### src/rtl/rtc_bank_pkg.sv
package rtc_bank_pkg;

    localparam int BYTE_W = 8;

    typedef struct packed {
        logic [BYTE_W-1:0] sec;
        logic [BYTE_W-1:0] min;
        logic [BYTE_W-1:0] hr;
        logic [BYTE_W-1:0] dow;
        logic [BYTE_W-1:0] dom;
        logic [BYTE_W-1:0] mon;
        logic [BYTE_W-1:0] yr;
    } tk_time_t;

    localparam tk_time_t TIME_RESET = '{
        sec: 8'h00, min: 8'h00, hr: 8'h00,
        dow: 8'h01, dom: 8'h01, mon: 8'h01, yr: 8'h00
    };

    // Returns {carry, next}: wraps from top to base, else BCD increment.
    function automatic logic [BYTE_W:0] bcd_step(
        input logic [BYTE_W-1:0] v,
        input logic [BYTE_W-1:0] top,
        input logic [BYTE_W-1:0] base
    );
        logic [BYTE_W:0] r;
        if (v == top) begin
            r = {1'b1, base};
        end else if (v[3:0] == 4'h9) begin
            r = {1'b0, v[7:4] + 4'h1, 4'h0};
        end else begin
            r = {1'b0, v[7:4], v[3:0] + 4'h1};
        end
        return r;
    endfunction

endpackage

### src/rtl/rtc_time_core.sv
module rtc_time_core
    import rtc_bank_pkg::*;
(
    input  logic     clk,
    input  logic     rst_n,
    input  logic     tick,
    input  logic     halt,
    input  logic     load,
    input  tk_time_t load_val,
    output tk_time_t cnt,
    output logic     stepped
);

    typedef struct packed {
        tk_time_t cnt;
        logic     stepped;
    } core_st_t;

    core_st_t st_q, st_d;

    always_comb begin
        logic [BYTE_W:0] s;
        tk_time_t nx;
        nx = st_q.cnt;
        s = bcd_step(st_q.cnt.sec, 8'h59, 8'h00);
        nx.sec = s[BYTE_W-1:0];
        if (s[BYTE_W]) begin
            s = bcd_step(st_q.cnt.min, 8'h59, 8'h00);
            nx.min = s[BYTE_W-1:0];
            if (s[BYTE_W]) begin
                s = bcd_step(st_q.cnt.hr, 8'h23, 8'h00);
                nx.hr = s[BYTE_W-1:0];
                if (s[BYTE_W]) begin
                    s = bcd_step(st_q.cnt.dow, 8'h07, 8'h01);
                    nx.dow = s[BYTE_W-1:0];
                    s = bcd_step(st_q.cnt.dom, 8'h31, 8'h01);
                    nx.dom = s[BYTE_W-1:0];
                    if (s[BYTE_W]) begin
                        s = bcd_step(st_q.cnt.mon, 8'h12, 8'h01);
                        nx.mon = s[BYTE_W-1:0];
                        if (s[BYTE_W]) begin
                            s = bcd_step(st_q.cnt.yr, 8'h99, 8'h00);
                            nx.yr = s[BYTE_W-1:0];
                        end
                    end
                end
            end
        end

        st_d = st_q;
        st_d.stepped = 1'b0;
        if (load) begin
            st_d.cnt = load_val;
        end else if (tick && !halt) begin
            st_d.cnt     = nx;
            st_d.stepped = 1'b1;
        end
    end

    always_ff @(posedge clk) begin
        if (!rst_n) begin
            st_q.cnt     <= TIME_RESET;
            st_q.stepped <= 1'b0;
        end else begin
            st_q <= st_d;
        end
    end

    assign cnt     = st_q.cnt;
    assign stepped = st_q.stepped;

    assert_load_copy_R5: assert property (@(posedge clk) disable iff (!rst_n)
        load |=> cnt == $past(load_val));

    assert_halt_hold_R2: assert property (@(posedge clk) disable iff (!rst_n)
        (halt && !load) |=> cnt == $past(cnt));

    assert_sec_wrap_R3: assert property (@(posedge clk) disable iff (!rst_n)
        (tick && !halt && !load && cnt.sec == 8'h59) |=> cnt.sec == 8'h00);

endmodule

### src/rtl/rtc_visible_bank.sv
module rtc_visible_bank
    import rtc_bank_pkg::*;
#(
    parameter int ADDR_W = 3,
    parameter int CAL_W  = 5
) (
    input  logic              clk,
    input  logic              rst_n,
    input  logic              wr_en,
    input  logic [ADDR_W-1:0] addr,
    input  logic [BYTE_W-1:0] wr_data,
    input  tk_time_t          cnt,
    input  logic              stepped,
    output tk_time_t          vis,
    output logic              halt,
    output logic              frz_rd,
    output logic              frz_wr,
    output logic [CAL_W-1:0]  cal,
    output logic              load
);

    localparam int BIT_WR = BYTE_W - 1;
    localparam int BIT_RD = BYTE_W - 2;

    typedef struct packed {
        tk_time_t         vis;
        logic             halt;
        logic             frz_rd;
        logic             frz_wr;
        logic [CAL_W-1:0] cal;
    } bank_st_t;

    bank_st_t b_q, b_d;
    logic frozen, ctrl_wr, time_wr;

    assign frozen  = b_q.frz_rd | b_q.frz_wr;
    assign ctrl_wr = wr_en && (addr == '0);
    assign time_wr = wr_en && (addr != '0);
    assign load    = ctrl_wr && b_q.frz_wr && !wr_data[BIT_WR];

    always_comb begin
        b_d = b_q;
        if (stepped && !frozen) begin
            b_d.vis = cnt;
        end
        if (ctrl_wr) begin
            b_d.frz_wr = wr_data[BIT_WR];
            b_d.frz_rd = wr_data[BIT_RD];
            b_d.cal    = wr_data[CAL_W-1:0];
        end
        if (time_wr) begin
            case (addr)
                3'd1: begin
                    b_d.vis.sec = {1'b0, wr_data[BYTE_W-2:0]};
                    b_d.halt    = wr_data[BIT_WR];
                end
                3'd2:    b_d.vis.min = wr_data;
                3'd3:    b_d.vis.hr  = wr_data;
                3'd4:    b_d.vis.dow = wr_data;
                3'd5:    b_d.vis.dom = wr_data;
                3'd6:    b_d.vis.mon = wr_data;
                default: b_d.vis.yr  = wr_data;
            endcase
        end
    end

    always_ff @(posedge clk) begin
        if (!rst_n) begin
            b_q.vis    <= TIME_RESET;
            b_q.halt   <= 1'b1;
            b_q.frz_rd <= 1'b0;
            b_q.frz_wr <= 1'b0;
            b_q.cal    <= '0;
        end else begin
            b_q <= b_d;
        end
    end

    assign vis    = b_q.vis;
    assign halt   = b_q.halt;
    assign frz_rd = b_q.frz_rd;
    assign frz_wr = b_q.frz_wr;
    assign cal    = b_q.cal;

    assert_frozen_hold_R4: assert property (@(posedge clk) disable iff (!rst_n)
        (frozen && !time_wr) |=> vis == $past(vis));

    assert_follow_count_R6: assert property (@(posedge clk) disable iff (!rst_n)
        (stepped && !frozen && !time_wr) |=> vis == $past(cnt));

endmodule

### src/rtl/rtc_snapshot_bank.sv
module rtc_snapshot_bank
    import rtc_bank_pkg::*;
#(
    parameter int ADDR_W = 3,
    parameter int CAL_W  = 5
) (
    input  logic              clk,
    input  logic              rst_n,
    input  logic [ADDR_W-1:0] addr,
    input  logic              wr_en,
    input  logic [BYTE_W-1:0] wr_data,
    input  logic              rd_en,
    output logic [BYTE_W-1:0] rd_data,
    input  logic              tick,
    output logic [CAL_W-1:0]  cal_out
);

    localparam int PAD_W = BYTE_W - 2 - CAL_W;

    tk_time_t         cnt, vis;
    logic             stepped, halt, frz_rd, frz_wr, load;
    logic [CAL_W-1:0] cal;

    rtc_time_core u_core (
        .clk      (clk),
        .rst_n    (rst_n),
        .tick     (tick),
        .halt     (halt),
        .load     (load),
        .load_val (vis),
        .cnt      (cnt),
        .stepped  (stepped)
    );

    rtc_visible_bank #(.ADDR_W(ADDR_W), .CAL_W(CAL_W)) u_bank (
        .clk     (clk),
        .rst_n   (rst_n),
        .wr_en   (wr_en),
        .addr    (addr),
        .wr_data (wr_data),
        .cnt     (cnt),
        .stepped (stepped),
        .vis     (vis),
        .halt    (halt),
        .frz_rd  (frz_rd),
        .frz_wr  (frz_wr),
        .cal     (cal),
        .load    (load)
    );

    logic [BYTE_W-1:0] rd_q, rd_d;

    always_comb begin
        rd_d = rd_q;
        if (rd_en) begin
            case (addr)
                3'd0:    rd_d = {frz_wr, frz_rd, {PAD_W{1'b0}}, cal};
                3'd1:    rd_d = {halt, vis.sec[BYTE_W-2:0]};
                3'd2:    rd_d = vis.min;
                3'd3:    rd_d = vis.hr;
                3'd4:    rd_d = vis.dow;
                3'd5:    rd_d = vis.dom;
                3'd6:    rd_d = vis.mon;
                default: rd_d = vis.yr;
            endcase
        end
    end

    always_ff @(posedge clk) begin
        if (!rst_n) rd_q <= '0;
        else        rd_q <= rd_d;
    end

    assign rd_data = rd_q;
    assign cal_out = cal;

    assert_ctrl_read_R8: assert property (@(posedge clk) disable iff (!rst_n)
        (rd_en && addr == '0) |=> rd_data[CAL_W-1:0] == $past(cal_out));

    assert_read_stable_R9: assert property (@(posedge clk) disable iff (!rst_n)
        !rd_en |=> $stable(rd_data));

endmodule

### config.mk
export PLATFORM = sky130hd
export DESIGN_NAME = rtc_snapshot_bank
export DESIGN_NICKNAME = d
export VERILOG_FILES = /design/src/rtl/rtc_bank_pkg.sv /design/src/rtl/rtc_time_core.sv /design/src/rtl/rtc_visible_bank.sv /design/src/rtl/rtc_snapshot_bank.sv
export SDC_FILE = /design/constraint.sdc
export NUM_CORES = 1
export LEC_CHECK = 0
export BUFFER_PORTS_ARGS = -buffer_cell sky130_fd_sc_hd__buf_2
export CELL_PAD_IN_SITES_DETAIL_PLACEMENT = 0
export CELL_PAD_IN_SITES_GLOBAL_PLACEMENT = 1
export CORE_UTILIZATION = 30
export DETAILED_ROUTE_END_ITERATION = 6
export PLACE_DENSITY = 0.58
export SYNTH_ARGS = -nofsm -noshare
export SYNTH_HDL_FRONTEND = slang
export SYNTH_SLANG_ARGS = --single-unit
export TNS_END_PERCENT = 100
### constraint.sdc
create_clock -name clk -period 3.2 [get_ports clk]
set_input_delay 0.32 -clock clk [delete_from_list [all_inputs] [get_ports clk]]
set_output_delay 0.32 -clock clk [all_outputs]
set_load 0.02 [all_outputs]
==> reports/summary.log <==
qor: synth.synth_cell_type_count 70
qor: timing.rsz_0062_raised_after_global_routing no
qor: place.place_congestion 0.7821
qor: timing.drv_slew 0
qor: synth.ys_top_cells_by_area dfxtp_1 (35%), mux2i_1 (8.9%), a211oi_1 (8.2%), nor2_1 (5.2%), ha_1 (4.3%)
qor: floorplanning.floorplan.rows 56
qor: floorplanning.boundaryPins 29
qor: clock_tree.hold_buffers 0
qor: clock_tree.clockBufferDepth 2
qor: synth.yosysWarnings 0
qor: place.dpl.hpwl 17440 µm
qor: clock_tree.cts-buffers-inserted 17
qor: synth.number_of_enable_flip_flop_cells_after_synthesis 0
qor: worst_setup_path.worst_ep_required_time 3.51 ns
qor: drt.avgViaCountPerCell 5.498
qor: clock_tree.tritoncts built
qor: drt.drc_violation_count_after_routing 0
qor: synth.netlist.top_cell.by_area dfxtp_1
qor: finish.instances_no_fill 1206
qor: synth.synth_area 0.007351 mm²
qor: drt.drt-total-wl 25420 µm
qor: synth.synth_top_cell_area_share 35.13%
qor: global_routing.total_track_usage 21.17%
qor: worst_setup_path.worst_setup_path_start_kind register
qor: synth.synth_most_common_cell dfxtp_1
qor: timing.hold-worst-slack 0.2821 ns
qor: clock_tree.post-cts-setup-buffers 0
qor: timing.finalWorstSetupSlack 0.5184 ns
qor: floorplanning.core_region_area 0.02375 mm²
qor: finish.finish.instance_area 0.008374 mm²
qor: pwr.static-leakage-power 2.824 nW
qor: worst_setup_path.cpLargestDelayFamily simple AND/OR/NAND/NOR gates
qor: clock_tree.cts_max_level 4
qor: floorplanning.chip_height 158.5 µm
qor: global_routing.grt_first_pass_wirelength 39000 µm
qor: floorplanning.die_width 158.5 µm
qor: synth.synth-async-reset-ratio 0%
qor: drt.ant_nets 0
qor: timing.clock_skew 0.007894 ns
qor: synth.synth.ff_latch_count 129
qor: min_path.hold_path.class input pin to register
qor: synth.syn-mean-instance-area 8.391 µm²
qor: global_routing.aggregate_global_routing_overflow 0
qor: finish.seqCellArea 0.002582 mm²
qor: finish.fillers 2503
qor: finish.antenna_cells 0
qor: place.dp.cells 1176
qor: drt.detailedRoute.firstIterationViolations 540
qor: worst_setup_path.cp.buffers_inverters 0
qor: clock_tree.clk_latency 0.42 ns
qor: finish.final_layout_size_suffix_gt1_share 11.05%
qor: worst_setup_path.critical_path_peak_fanout 8
qor: timing.timing_hold_violations_final 0
qor: worst_setup_path.endpoint_kind register
qor: timing.fin_setup_tns 0 ns
qor: finish.synthToLayoutAreaGrowth 13.92%
qor: drt.drtPass1Iterations 5
qor: synth.netlist_top_cells_count dfxtp_1 (129), nor2_1 (102), a211oi_1 (80), nand2_1 (67), mux2i_1 (65)
qor: synth.synth_sequential_area_ratio 35.13%
qor: worst_setup_path.path_class register to register
qor: place.dpl_cell_area 0.007787 mm²
qor: clock_tree.cts.root.buffer_cell clkbuf_16
qor: pwr.power-per-cell-area 467.5 mW/mm²
qor: clock_tree.cts_repair_resizes 0
qor: drt.wl_per_cell 21.08 µm
qor: floorplanning.starting_density_of_the_core 30.95%
qor: synth.dominantRegCellSynth dfxtp_1
qor: worst_setup_path.data_arrival_time_of_the_critical_path 2.99 ns
qor: global_routing.grt_pass1_vias 6075
qor: synth.synthesis.instances 876
qor: drt.route.vias.total 6631
qor: clock_tree.clk_transition_reported_paths 0.06 ns
qor: timing.slew-limit-headroom 41.54%
qor: global_routing.grt_antenna_before_repair 0
qor: place.detailedPlace.worstSlack 0.5250 ns
qor: run.max_cap_violations 0
qor: synth.mappedNetlistNets 917
qor: timing.timing.final.setup_violations 0
qor: timing.layout_min_cycle_time 2.682 ns
qor: pwr.irDropWorstVdd 0.0002946 V
qor: global_routing.grt_start_max_net_pins 60
qor: finish.design.final.nets 917
qor: finish.area_used_by_multi_input_combinational_logic 0.004377 mm²
qor: run_status.outcome complete, no violations
qor: floorplanning.floorplan.die_area 0.02513 mm²
qor: timing.tcrit_tclk_final 83.80%
qor: worst_setup_path.timing.critical_path.cells ha_1, or3b_2, nor3_1, a41o_2, o21ai_0, a32o_1
qor: worst_setup_path.crit_slowest_cell nor3_1
qor: clock_tree.cts.sink_count 129
qor: timing.timing_worst_slew_pin_value 0.8702 ns
qor: place.numPortBuffers 28
qor: worst_setup_path.critPathMaxStageDelay 0.72 ns
qor: timing.max_frequency 372.9 MHz
-- sequential cells by signal (all words and copies together) (netlist names) --
register        flops
u_bank.frz_rd       1
u_core.stepped      1
u_core.cnt         56
u_bank.halt         1
u_bank.vis         56
u_bank.frz_wr       1
u_bank.cal          5
rd_data             8
-- per-stage QoR --
step                power (mW)  utilization, %
floorplan                1.849               -
global placement         1.957           32.79
detailed placement       1.955           32.79
CTS                      3.957           35.26
global route             4.048           35.26
finish                   3.915           35.26
-- kinds of logic (layout without fill, tap and decap cells) --
group                      after synthesis  after routing  share of synthesized area, %
buffers and inverters                   94            105                         5.515
adders and majority gates               25             25                         4.255
and+or+nand+nor                        296            296                         19.90
muxes                                   73             73                         10.38
xor gates and xnor gates                 8              8                        0.9532
DFF                                    129            129                         35.13
AOI/OAI and AO/OA                      251            251                         23.86
-- cell usage in the layout, fill, tap and decap left out, drive strengths merged, types with 10 or more instances in the layout --
master and instances:
dfxtp 129, nor2 103, a211oi 80, nand2 67, mux2i 65, a21oi 53
buf 51, nor3 32, o21ai 28, nand3 25, ha 25, clkbuf 24
inv 23, nand2b 10
-- routing by layer --
metal  GRT usage, %  vias to the layer above  share of wire, %
met4          5.998                        0               1.6
li1               -                     3269                 -
met3          3.321                       26               4.1
met1          30.34                     3171                49
met2          32.50                      165                45
met5              0                        -                 0
-- worst register-to-register path, cell delays in order, from the launching register on --
cell and delay, ns:
dfxtp_1 0.38, ha_1 0.25, or3b_2 0.47, nor3_1 0.72
a41o_2 0.42, o21ai_0 0.11, a32o_1 0.22
-- final cells by class --
class / count / area share, %
clock inverter: 6 / 1.255
tap: 319 / 4.766
sequential: 129 / 30.84
clock buffer: 24 / 5.752
multi-input combinational: 653 / 52.26
inverter: 24 / 1.091
timing repair buffer: 51 / 4.034
-- where the power goes --
part	switching [mW]	internal, mW	leakage (nW)
Sequential	0.0315	1.64	1.04
Clock	0.721	1.28	0.290
Combinational	0.170	0.0768	1.49
-- path summary, 6_finish.rpt --
check,start,cells after the start,end,slack [ns]
worst min register to register,rd_data[1]$_SDFFE_PN0P_,2,rd_data[1]$_SDFFE_PN0P_,0.46
worst max register to register,u_core.cnt[21]$_SDFFE_PN0P_,6,u_core.cnt[2]$_SDFFE_PN0P_,0.52
worst max-delay path,u_core.cnt[21]$_SDFFE_PN0P_,6,u_core.cnt[2]$_SDFFE_PN0P_,0.52
worst min-delay path,wr_data[0],3,u_bank.cal[0]$_SDFFE_PN0N_,0.28
Power figures use the tool's default switching activity.
